$ cat src/rtl/mac_pkg.sv
package mac_pkg;
    typedef enum logic [1:0] {
        OP_MULS = 2'd0,
        OP_MULU = 2'd1,
        OP_MACL = 2'd2,
        OP_MACW = 2'd3
    } mac_op_e;
endpackage

$ cat src/rtl/mac_prod_gen.sv
// Stage-one product former: selects extension per operation, one multiplier.
module mac_prod_gen
    import mac_pkg::*;
#(
    parameter int DW = 32
) (
    input  mac_op_e         op,
    input  logic [DW-1:0]   a,
    input  logic [DW-1:0]   b,
    output logic [2*DW-1:0] prod
);
    localparam int AW = 2 * DW;
    localparam int HW = DW / 2;

    logic [AW-1:0] ext_a, ext_b;

    always_comb begin
        unique case (op)
            OP_MULU: begin
                ext_a = {{DW{1'b0}}, a};
                ext_b = {{DW{1'b0}}, b};
            end
            OP_MACW: begin
                ext_a = {{(AW-HW){a[HW-1]}}, a[HW-1:0]};
                ext_b = {{(AW-HW){b[HW-1]}}, b[HW-1:0]};
            end
            default: begin
                ext_a = {{DW{a[DW-1]}}, a};
                ext_b = {{DW{b[DW-1]}}, b};
            end
        endcase
        prod = ext_a * ext_b;
    end
endmodule

$ cat src/rtl/mac_wb_calc.sv
// Stage-two writeback value: overwrite, accumulate, and the two saturation rules.
module mac_wb_calc
    import mac_pkg::*;
#(
    parameter int DW = 32
) (
    input  mac_op_e         op,
    input  logic            sat,
    input  logic [2*DW-1:0] prod,
    input  logic [DW-1:0]   acc_hi,
    input  logic [DW-1:0]   acc_lo,
    output logic [DW-1:0]   nxt_hi,
    output logic [DW-1:0]   nxt_lo
);
    localparam int AW = 2 * DW;
    localparam int HW = DW / 2;
    localparam logic [DW-1:0] HI_SET_MASK  = {{HW{1'b1}}, {HW{1'b0}}};
    localparam logic [DW-1:0] HI_KEEP_MASK = {{(HW+1){1'b0}}, {(HW-1){1'b1}}};
    localparam logic [DW-1:0] CLAMP_MARK   = DW'(1);
    localparam logic [DW-1:0] CLAMP_NEG    = {1'b1, {(DW-1){1'b0}}};
    localparam logic [DW-1:0] CLAMP_POS    = {1'b0, {(DW-1){1'b1}}};

    logic [AW-1:0] sum;
    logic          below_min, above_max;

    always_comb begin
        sum       = {acc_hi, acc_lo} + prod;
        // Fits in signed DW bits only if bits AW-1..DW-1 are all equal.
        below_min = sum[AW-1] && !(&sum[AW-1:DW-1]);
        above_max = !sum[AW-1] && (|sum[AW-1:DW-1]);
        nxt_hi    = sum[AW-1:DW];
        nxt_lo    = sum[DW-1:0];
        unique case (op)
            OP_MULS, OP_MULU: begin
                nxt_hi = prod[AW-1:DW];
                nxt_lo = prod[DW-1:0];
            end
            OP_MACL: begin
                if (sat) begin
                    nxt_hi = sum[AW-1] ? (sum[AW-1:DW] | HI_SET_MASK)
                                       : (sum[AW-1:DW] & HI_KEEP_MASK);
                end
            end
            OP_MACW: begin
                if (sat && below_min) begin
                    nxt_hi = CLAMP_MARK;
                    nxt_lo = CLAMP_NEG;
                end else if (sat && above_max) begin
                    nxt_hi = CLAMP_MARK;
                    nxt_lo = CLAMP_POS;
                end
            end
            default: ;
        endcase
    end
endmodule

$ cat src/rtl/mac_sat_unit.sv
module mac_sat_unit
    import mac_pkg::*;
#(
    parameter int DW = 32
) (
    input  logic          clk,
    input  logic          rst_n,
    input  logic          start_i,
    input  logic [1:0]    op_i,
    input  logic          sat_i,
    input  logic          clr_i,
    input  logic [DW-1:0] opa_i,
    input  logic [DW-1:0] opb_i,
    output logic [DW-1:0] acc_hi_o,
    output logic [DW-1:0] acc_lo_o,
    output logic          done_o
);
    localparam int AW = 2 * DW;

    typedef struct packed {
        logic          vld;
        mac_op_e       op;
        logic          sat;
        logic [AW-1:0] prod;
        logic [DW-1:0] hi;
        logic [DW-1:0] lo;
        logic          done;
    } state_t;

    state_t        st_d, st_q;
    mac_op_e       op_in;
    logic [AW-1:0] prod_w;
    logic [DW-1:0] wb_hi, wb_lo;

    assign op_in = mac_op_e'(op_i);

    mac_prod_gen #(.DW(DW)) u_prod (
        .op   (op_in),
        .a    (opa_i),
        .b    (opb_i),
        .prod (prod_w)
    );

    mac_wb_calc #(.DW(DW)) u_wb (
        .op     (st_q.op),
        .sat    (st_q.sat),
        .prod   (st_q.prod),
        .acc_hi (st_q.hi),
        .acc_lo (st_q.lo),
        .nxt_hi (wb_hi),
        .nxt_lo (wb_lo)
    );

    always_comb begin
        st_d      = st_q;
        st_d.vld  = start_i;
        st_d.done = st_q.vld;
        if (start_i) begin
            st_d.op   = op_in;
            st_d.sat  = sat_i;
            st_d.prod = prod_w;
        end
        if (st_q.vld) begin
            st_d.hi = wb_hi;
            st_d.lo = wb_lo;
        end
        if (clr_i) begin
            st_d.hi = '0;
            st_d.lo = '0;
        end
    end

    always_ff @(posedge clk or negedge rst_n) begin
        if (!rst_n) begin
            st_q <= '0;
        end else begin
            st_q <= st_d;
        end
    end

    assign acc_hi_o = st_q.hi;
    assign acc_lo_o = st_q.lo;
    assign done_o   = st_q.done;
endmodule

$ cat config.mk
export PLATFORM = sky130hd
export DESIGN_NAME = mac_sat_unit
export DESIGN_NICKNAME = d
export VERILOG_FILES = /design/src/rtl/mac_pkg.sv /design/src/rtl/mac_prod_gen.sv /design/src/rtl/mac_wb_calc.sv /design/src/rtl/mac_sat_unit.sv
export SDC_FILE = /design/constraint.sdc
export NUM_CORES = 2
export LEC_CHECK = 0
export BUFFER_PORTS_ARGS = -buffer_cell sky130_fd_sc_hd__buf_4
export CORE_MARGIN = 3
export CORE_UTILIZATION = 23
export CTS_CLUSTER_SIZE = 8
export DETAILED_ROUTE_END_ITERATION = 7
export GPL_ROUTABILITY_DRIVEN = 0
export GPL_TIMING_DRIVEN = 0
export PLACE_DENSITY = 0.47
export SYNTH_ARGS = -nofsm -noshare
export SYNTH_HDL_FRONTEND = slang
export SYNTH_SLANG_ARGS = --single-unit
export TNS_END_PERCENT = 10
$ cat constraint.sdc
create_clock -name clk -period 4.5 [get_ports clk]
set_input_delay 0.225 -clock clk [delete_from_list [all_inputs] [get_ports clk]]
set_output_delay 0.225 -clock clk [all_outputs]
set_load 0.05 [all_outputs]
# == Word-level counts from Yosys, hierarchy flattened ==
# Cells that the tools add are included.
# totals
input_bits,71
wordCells,37
regBits,133
# classes
n_eq_ne,5
muxes,12
reduce_logical,11
n_mul,1
add_sub_neg,1
# ops
cell,n
case mux 64 bit (2 select lines),2
2-to-1 mux 32 bit,6
2-to-1 mux 64 bit,2
case mux 32 bit (3 select lines),1
adder 64 bit,1
multiplier 64 x 64 -> 64 bit,1
case mux 32 bit (2 select lines),1
AND reduction 33 bit,1
OR reduction 33 bit,1
"equality test 2 bit, second input constant",3
"equality test 2 x 1 -> 1 bit, second input constant",2
logical AND 1 bit,4
logical NOT 1 bit,2
logical NOT 2 bit,1
nonzero test 2 bit,1
OR reduction 2 bit,1

# == Longest topological paths before layout ==
# depth
depth_word,9
depth_mapped,39
mapped_depth_nobuf,35

# == By module ==
# A second synthesis with hierarchy kept.
# hier_totals
hier_cells,6461
area_unflattened_um2,59744.8
# by_module_without_submodules
mod,n_inst,seq_area_each_um2,cells_each,area_each_um2
mac_prod_gen,1,0.0,5077,47535.6
mac_wb_calc,1,0.0,971,6493.7
mac_sat_unit,1,3328.2,413,5715.5

# == Worst setup path before layout ==
# Ideal clock, no wire load.
# synth_timing
path_kind,input to register
startpoint,input op_i[0]
endpoint,register st_q[128] in the netlist's numbering
t_required_ps,4376
path_stages,36
path_buffers,3
arrival_ps,9612
setup_slack_ps,-5236
cell_sequence,nand2_1 clkbuf_1 buf_1 a21o_1 clkbuf_1 nand2_1 fa_1 fa_1 inv_1 fa_1 inv_1 fa_1 fa_1 inv_1 fa_1 inv_1 fa_1 inv_1 fa_1 fa_1 inv_1 fa_1 inv_1 ha_1 and2_1 and3_1 a221oi_1 nand2_1 a211oi_1 a21boi_0 o21a_1 o21ai_0 o41a_1 a21o_1 mux2i_1 a211o_1
# synth_between
elab_chain_len,3
# synth_lines
item,line_no,source
"start, declared",mac_sat_unit.sv:9,"input logic [1:0] op_i,"
equality test 2 bit / equality test 2 x 1 -> 1 bit (equally long branches),mac_prod_gen.sv:18,unique case (op)
case mux 64 bit (2 select lines),mac_prod_gen.sv:18,
multiplier 64 x 64 -> 64 bit *,mac_prod_gen.sv:32,prod = ext_a * ext_b;
"end signal, assigned",mac_sat_unit.sv:77,st_q <= st_d;
"end, declared",mac_sat_unit.sv:30,"state_t st_d, st_q;"
# Mark *: on every way between the ends. The rest lies on a longest branch, timed or not.
# A chain may end at the register's enable or synchronous reset.

# == Worst setup path after layout ==
# layout_timing
startpoint,input op_i[1]
endpoint,register st_q[128] in the netlist's numbering
# The elaborated chain is that of the path after synthesis.

==> results.md <==
- Post-Route Skew: around 19 ps
- Setup WS post-layout: -4550 ps
- Netlist cell types: between 70 and 80
- Tcrit/Tclk final: 201%
- Port bufs: 135
- Post-layout net count: between 8000 and 9000
- Final core utilization: 27.6%
- Final antenna-violating net count: 0
- Number of global-route vias before repair: 48400
- Crit Path Category: in -> reg
- Filler Cells Inserted: about 27000
- Post-synth EDFFs: 0
- Max cap viols: 0
- Clk pin slew, worst setup/hold paths: 70 ps
- CP endpoint kind: flop
- GRT Total Usage: roughly 18%
- Drt pass-1 iters: 8
- Core area: around 250000 µm²
- Status: finished, violations left
- Core Rows: 183
- Slew Viols, Final: 0
- Post-synthesis cell count: 6334
- Cell area after layout: between 60000 and 70000 µm²
- Initial Util: 23.2%
- Failing checks: negative setup slack
- Hold Fails Final Rpt: 0
- Synth async-reset ratio: between 90% and 100%
- Die width: 508 µm
- Crit-path slowest cell: fa_2
- M3 GR Usage: 2.91%
- Via count: 45600
- Yosys top cell area share: 49.8%
- Worst EP required: 4840 ps
- # setup viols final: 121
- RSZ-0062 raised after global routing: true
- Register area share after synthesis: 5.74%
- Largest fanout on the critical path: 10
- CTS tree: done
- Final TNS setup: -233840 ps
- Routed WL: 231000 µm
- Slew at the pin with the worst max-slew slack: 1010 ps
- Share of cells above drive strength 1: between 10% and 20%
- Dpl hpwl: roughly 200000 µm
- Ys Warns: 0
- Syn Area/Cell: between 9 and 10 µm²
- Slowest stage delay, CP: 700 ps
- Drc violations: 0
- Top Usage Layer GRT: met2
- Clock Latency Late Sink: 460 ps
- Ports: 136
- Arrival @ worst endpoint: 9390 ps
- Avg WL per Cell: 23.1 µm
- Seq cells post-synth: 133
- GR Layer Usage met2: approximately 27%
- CTS Buf Count: 17
- Mapped Nets: 8204
- Grt total ovfl: 0
- Fmax: 110 MHz
- Root Buffer: clkbuf_16
- Primary FF master, synth: dfrtp_1
- DRT iter0 DRCs: 3815
- Commonest non-fill, non-tap cell in the layout: inv_1
- Die ar.: 258000 µm²
- CP Launch Type: input pin
- Max clock buf depth: 2
- Die Y: 508 µm
- Main area contributors after synthesis: fa_1, inv_1, ha_1
- Largest net degree at the start of global routing: 95
- H-tree depth: 4
- Clock Sinks: 133
- Vias per inst: 4.56
- GR Util met1: approximately 25%
- Pre-CTS WS: -6980 ps
- Initial antenna violation count: 10
- Slew margin rel.: 32.9%
- First-pass GRT wire length: 336000 µm
- Placed inst area: 63700 µm²
- Cell taking the most area after synthesis: fa_1
- Layout area overhead: 19.0%
- Hold Path Class: in -> reg
- Post-Syn Area: 57900 µm²
- Commonest non-fill, non-tap cells in the layout: inv_1, fa_1, nand2_1, and2_1, buf_4
- Final Critical Period: a little over 9000 ps
layout make-up:
type | count | area [µm²] | share of cell area, %
multi-input combinational | 4317 | 49200 | 71.3
inverter | 1558 | 5860 | 8.50
tap | 3330 | 4170 | 6.04
sequential | 133 | 3330 | 4.83
buffer | 320 | 3040 | 4.41
timing repair buffer | 322 | 2810 | 4.07
clock buffer | 17 | 425 | 0.617
clock inverter | 15 | 161 | 0.234
antenna | 4 | 10.0 | 0.0145
worst paths after layout:
path	startpoint	end	slack, ps	cells past startpoint
setup reg to reg	st_q[92]	acc_hi_o[11]	-910	15
min in group asynchronous	rst_n	acc_lo_o[21]	250	2
hold reg to reg	acc_lo_o[24]	acc_lo_o[24]	550	2
setup / recovery	op_i[1]	st_q[128]	-4550	34
max in group asynchronous	rst_n	acc_hi_o[27]	3400	3
hold / removal	sat_i	st_q[129]	60	3
routing by layer:
metal  part of all wire [%]  up-vias  wire [µm]
met2                     43     1940     100000
met1                     45    23800     104000
met4                    3.5        8       8010
li1                       -    19600          -
met3                    8.1      342      18800
met5                  0.023        -         53
worst max-delay path, delay by kind of cell:
kind,cells,cell delay (ps)
AO/OA/AOI/OAI,9,2050
adder cells (fa/ha/maj),11,5430
buffers and inverters,8,870
multiplexers,1,120
AND/OR/NAND/NOR,5,650
sequential cells by signal (all words and copies together), names as in the netlist:
| name | flops |
|---|---|
| st_q | 67 |
| acc_hi_o | 32 |
| acc_lo_o | 32 |
| done_o | 1 |
| st_d | 1 |
cell families (layout without fill, tap and decap cells):
group                      Yosys count  count (layout)  share of synthesized area, %
and+or+nand+nor                   1620            1621                          13.1
xor gates and xnor gates           147             147                          2.22
muxes                               48              48                         0.929
DFF                                133             133                          5.74
AOI/OAI and AO/OA                  702             702                          7.76
adders and majority gates         1799            1799                          57.5
other                                0               4                             0
buffers and inverters             1885            2232                          12.7
cells in the mapped netlist, drive strengths merged (19+ instances only):
cell,instances
o21a,19
nor2,314
xor2,41
o31ai,32
clkbuf,245
fa,1442
o211ai,23
nor3,40
mux2,46
ha,357
nand2b,24
nand4,38
a22oi,55
xnor2,106
inv,1556
a21oi,204
buf,82
nand2,691
dfrtp,133
a211oi,19
nand3,33
and2,371
o21ai,147
and3,22
a21o,103
metrics by stage:
| step | hold WS (ps) | std cells |
|---|---|---|
| after global routing | 45.6 | 10000 |
| after detailed placement | 172 | 9802 |
| after floorplan | -70.6 | 6334 |
| final | 56.1 | 10000 |
| after global placement | 460 | 9799 |
| after CTS | 30.1 | 9964 |
timing repair:
action	CTS	global route
endpoints found under the setup margin	122	122
resized for setup	603	260
hold endpoints to repair	40	0
hold buffers	2	0
pin swaps	154	99
cloned	6	0
buffers inserted	128	51
Power is not shown: default switching activity piles up to over one toggle a cycle in this logic, so the estimate is an artifact.
